### config.mk
export PLATFORM = sky130hd
export DESIGN_NAME = tod_timer
export DESIGN_NICKNAME = d
export VERILOG_FILES = /design/src/rtl/tod_timer.sv
export SDC_FILE = /design/constraint.sdc
export NUM_CORES = 1
export LEC_CHECK = 0
export BUFFER_PORTS_ARGS = -buffer_cell sky130_fd_sc_hd__clkbuf_2
export CAP_MARGIN = 20
export CORE_ASPECT_RATIO = 1.5
export CORE_MARGIN = 2
export CORE_UTILIZATION = 30
export CTS_CLUSTER_DIAMETER = 120
export DETAILED_ROUTE_END_ITERATION = 12
export MAX_ROUTING_LAYER = met4
export PLACE_DENSITY = 0.45
export SETUP_SLACK_MARGIN = 0.3
export SLEW_MARGIN = 20
export SYNTH_ARGS = -nofsm -noshare
export SYNTH_HDL_FRONTEND = slang
export SYNTH_SLANG_ARGS = --single-unit
### constraint.sdc
create_clock -name clk -period 6.5 [get_ports clk]
set_clock_uncertainty 0.1 [all_clocks]
set_input_delay 0 -clock clk [delete_from_list [all_inputs] [get_ports clk]]
set_output_delay 0 -clock clk [all_outputs]
set_load 0.005 [all_outputs]
### src/rtl/tod_timer.sv
`timescale 1ns/1ps
module tod_timer #(
  parameter int          LSB      = 4,
  parameter logic [63:0] INC      = 64'h50,
  parameter int          TICK_DIV = 3
) (
  input  logic        clk,
  input  logic        rst_n,
  input  logic        rd,
  input  logic        wr,
  input  logic [2:0]  addr,
  input  logic [31:0] wdata,
  output logic [31:0] rdata,
  input  logic        load,
  input  logic [63:0] load_val,
  output logic        irq
);
  localparam logic [63:0] UNIT = 64'd1 << LSB;
  localparam logic [63:0] MASK = ~(UNIT - 64'd1);
  localparam int          PW   = (TICK_DIV > 1) ? $clog2(TICK_DIV) : 1;

  logic [PW-1:0] pre;
  logic [63:0]   count, last, cmp, rd_val;
  logic          last_ok;
  logic [31:0]   shadow, stage;

  wire tick  = (pre == PW'(TICK_DIV - 1));
  wire lo_rd = rd && (addr == 3'd0);
  wire clr   = wr && (addr == 3'd4) && wdata[0];

  assign rd_val = (!last_ok || count > last) ? count : last + UNIT;

  always_comb begin
    case (addr)
      3'd0:    rdata = rd_val[31:0];
      3'd1:    rdata = shadow;
      3'd2:    rdata = cmp[31:0];
      3'd3:    rdata = cmp[63:32];
      3'd4:    rdata = {31'd0, irq};
      default: rdata = 32'd0;
    endcase
  end

  always_ff @(posedge clk) begin
    if (!rst_n) begin
      pre     <= '0;
      count   <= '0;
      last    <= '0;
      last_ok <= 1'b0;
      shadow  <= '0;
      stage   <= '0;
      cmp     <= '1;
      irq     <= 1'b0;
    end else begin
      if (load) begin
        count   <= load_val & MASK;
        pre     <= '0;
        last_ok <= 1'b0;
      end else begin
        pre <= tick ? '0 : pre + PW'(1);
        if (tick) count <= count + INC;
        if (lo_rd) begin
          last    <= rd_val;
          last_ok <= 1'b1;
          shadow  <= rd_val[63:32];
        end
      end
      if (wr && addr == 3'd3) stage <= wdata;
      if (wr && addr == 3'd2) cmp   <= {stage, wdata};
      irq <= (count >= cmp) | (irq & ~clr);
    end
  end
endmodule

# == Word-level counts from Yosys, hierarchy flattened ==
# Index checks and enable logic that the tools add are counted.
# word_totals
regBits,260
in_bits,104
output_inout_bits,33
word_cells,40
# classes
n_addsub,3
n_lt_le_gt_ge,2
n_eq_ne,5
muxes,4
bitwise,5
n_reduce_logical,12
# op_table
op,count
64-bit two-way mux,3
32-bit one-hot mux with 5 select lines,1
"64-bit by 5-bit adder with 64-bit output, second input constant",1
"64-bit by 7-bit adder with 64-bit output, second input constant",1
64-bit >= comparator,1
64-bit > comparator,1
"3-bit by 2-bit == test with 1-bit output, second input constant",2
1-bit logical AND,5
"3-bit by 1-bit == test with 1-bit output, second input constant",1
"3-bit == test, second input constant",1
3-bit logical NOT,1
1-bit NOT,3
3-bit OR reduction,1
"2-bit by 1-bit adder with 2-bit output, second input constant",1
"2-bit == test, second input constant",1
2-bit AND reduction,1
2-bit nonzero test,1
2-bit OR reduction,1
1-bit bitwise AND,1
1-bit logical NOT,1
1-bit logical OR,1
1-bit OR,1

# == Logic depth before layout (Yosys ltp) ==
# depth
ltp_word,6
ltp_mapped,14
mapped_depth_nobuf,10

# == Worst setup path after synthesis ==
# OpenSTA, ideal clock, no wires.
# synth_timing
kind,flip-flop to flip-flop
from,register last[23]
to,register last[5]
arrival_ns,2.465
slack_ns,3.807
path_stages_with_launch,13
n_path_buf,3
path_cell_list,dfxtp_1 > clkbuf_1 > inv_1 > ha_1 > and4_1 > a221oi_1 > nor3_1 > a211o_1 > o21bai_1 > buf_2 > buf_2 > mux2i_1 > a21oi_1
# synth_via
elab_chain_len,3
# synth_lines
element,line_no,source
from (decl),23,"logic [63:0] count, last, cmp, rd_val;"
from (signal assigned),63,last <= rd_val;
64-bit > comparator,31,assign rd_val = (!last_ok || count > last) ? count : last + UNIT;
1-bit logical OR,31,
64-bit two-way mux,31,
# No other way between the ends.
# A chain may end at the register's enable or synchronous reset.

# == Worst setup path after layout ==
# layout_timing
from,register last[57]
to,output rdata[11]
# layout_via
elab_chain_len,4
# layout_lines
element,line_no,source
64-bit > comparator,31,
1-bit logical OR,31,
64-bit two-way mux,31,
32-bit one-hot mux with 5 select lines,34,case (addr)
to (decl),13,"output logic [31:0] rdata,"
# No other way between the ends.

==> metrics.cfg <==
[outcome]
status=complete, no violations

[route]
first_pass_iters=5
wire_per_inst_um=21.2
wl_um=57100
drc=0
routed_via_density=5.34
ant_nets=0
via_count=14400
drt_iter0_drc=774

[clock_tree]
cts_max_path_buffers=3
htree_levels=1
cts.sinks=224
insertion_delay_ns=0.56
cts_buffers=26
path_clk_slew_ns=0.06
cts_root_buf=clkbuf_16
cts_tree=yes
cts_setup_buffers=0

[synthesis]
async_flop_share_pct=0
ys_seq_area_share_pct=30.7
netlist_top_cells_area=dfxtp_1 (31%), ha_1 (11%), nand2_1 (6.5%)
ys_ff_latch=224
synth_edf_count=0
syn_inst=1892
synth_ff_type=dfxtp_1
yosysMostFrequentCell=nand2_1
synth_area_leader_cell=dfxtp_1
synth_fp_nets=2119
synth_top_area_share_pct=30.7
ys_warn_count=0
synth_common_cells=nand2_1 (254), dfxtp_1 (224), a21oi_1 (139), inv_1 (134), ha_1 (123)
syn_area_per_cell_um2=7.72
netlist_area_um2=14600
yosysUniqueCellTypes=68

[worst_hold_path]
hold_class=primary input to register

[placement]
placed_cell_area_um2=15800
place.gp.congestion=0.907
place_ws_ns=2.53
port_buffers=132
dpl.hpwl_um=42500

[setup_path]
arrival_ns=4.54
cp_max_fo=60
worst_setup_path_start_kind=register
path_class=register to primary output
cp-end-kind=primary output
required_ns=6.40

[floorplanning]
core_um2=48300
fp.dieArea_um2=50500
initial_core_util_pct=30.2
die_w_um=184
die_y_um=274
placementRows=99
pin_count=137

[power_and_ir_drop]
leakagePower_nw=7.37
switching_share_pct=28.1
power_density_nw_per_um2=202
p_switching_mw=1.01
combPwrFrac_pct=14.4
pwr-share-seq_pct=41.7
fin_total_pwr_mw=3.59
power_frac_clock_pct=43.9
vdd_drop_max_v=0.000185
p_int_mw=2.58

[finish]
postLayoutCellArea_um2=17800
multi_input_area_um2=9150
area.growth.synth_to_final_pct=21.9
fillers=5077
drive_above_1_share_pct=11.0
regArea_um2=4480
final_nets=2296
n_antenna_cell=0

[sta]
rsz0062_at_grt=no
fin_crit_ns=4.64
fmax_ghz=0.216
tightest_slew_ns=1.05
worst_slack_ns=1.86
setup_viol=0
finalHoldViolCount=0
final-max-slew-violation-count=0
finalCritPeriodShare_pct=71.3
timing.hold.ws_ns=0.0989
setup_tns_ns=0
max_slew_margin_pct=29.3

[global_route]
grt_pass1_vias=13900
grt_pass1_wl_um=85000
grt_max_degree=78
antenna_found_initial=0
grt_util_all_layers_pct=23.0
grt.overflow.total=0

[job]
max_cap_violations=0

## metal layers
layer / vias up / track usage, % / share of wire, %
met5: - / - / 0
met4: 0 / 9.49 / 4.4
met3: 102 / 2.14 / 3.7
met2: 364 / 40.8 / 51
met1: 6872 / 26.4 / 41
li1: 7027 / - / -
## critical path, stage by stage (launching register included)
cell	delay, ns
dfxtp_1	0.39
inv_1	0.09
ha_1	0.30
a21oi_1	0.13
nor2_1	0.06
a211oi_1	0.50
o211ai_1	0.26
a211o_1	0.40
o21bai_4	0.75
buf_12	0.37
mux2i_1	0.15
o21ai_0	0.31
clkbuf_2	0.19
## layout make-up
class                           count  share of cell area (%)
Timing Repair Buffer              270                    11.3
Inverter                          136                    2.87
Sequential cell                   224                    25.2
Multi-Input combinational cell   1411                    51.4
Clock inverter                      7                   0.619
Tap cell                          606                    4.26
Clock buffer                       38                    4.36
## per-stage QoR
step           std cells  util, %
2_1_floorplan       1892        -
3_3_place_gp        2533     32.6
3_5_place_dp        2533     32.6
4_1_cts             2691     36.8
5_1_grt             2692     36.8
6_report            2692     36.8
## power groups by stage
stage / clock [mW] / sequential [mW] / combinational (mW)
2_1_floorplan: 0 / 1.50 / 0.277
3_3_place_gp: 0 / 1.53 / 0.455
3_5_place_dp: 0 / 1.53 / 0.460
4_1_cts: 1.62 / 1.50 / 0.519
5_1_grt: 1.67 / 1.50 / 0.572
6_report: 1.57 / 1.50 / 0.517
## final timing paths
kind | cells past startpoint | endpoint | slack [ns] | start
max | 12 | rdata[11] | 1.86 | last[57]
min | 6 | last[34] | 0.1 | addr[0]
max reg2reg | 11 | last[11] | 2.56 | last[57]
min reg2reg | 1 | pre[0] | 0.32 | pre[0]
## kinds of logic (layout without fill, tap and decap cells)
family | Yosys count | after routing | synth area share, %
fa+ha+maj | 123 | 123 | 10.5
flops | 224 | 224 | 30.7
compound gates | 492 | 492 | 21.2
mux | 39 | 39 | 2.71
xor+xnor | 115 | 115 | 6.90
buf+inv | 257 | 451 | 6.89
simple gates | 642 | 642 | 21.0
## cells in the final DEF (no fill, tap or decap), drive strengths merged, types with 84 or more instances in the layout
master       instances
clkbuf             169
ha                 123
nand2              254
inv                135
a21oi              139
nor2               120
xnor2               94
o21ai              111
nand3               84
dlygate4sd3        113
dfxtp              224
## timing repair
action / CTS / global route
hold buffers: 113 / 0
gates resized for setup: 0 / 0
hold endpoints to repair: 139 / 0
## registers in the layout (all words and copies together), names as in the netlist
register / cells
pre: 2
last_ok: 1
last: 64
count: 60
stage: 32
irq: 1
cmp: 64
(Power assumes the default switching activity.)
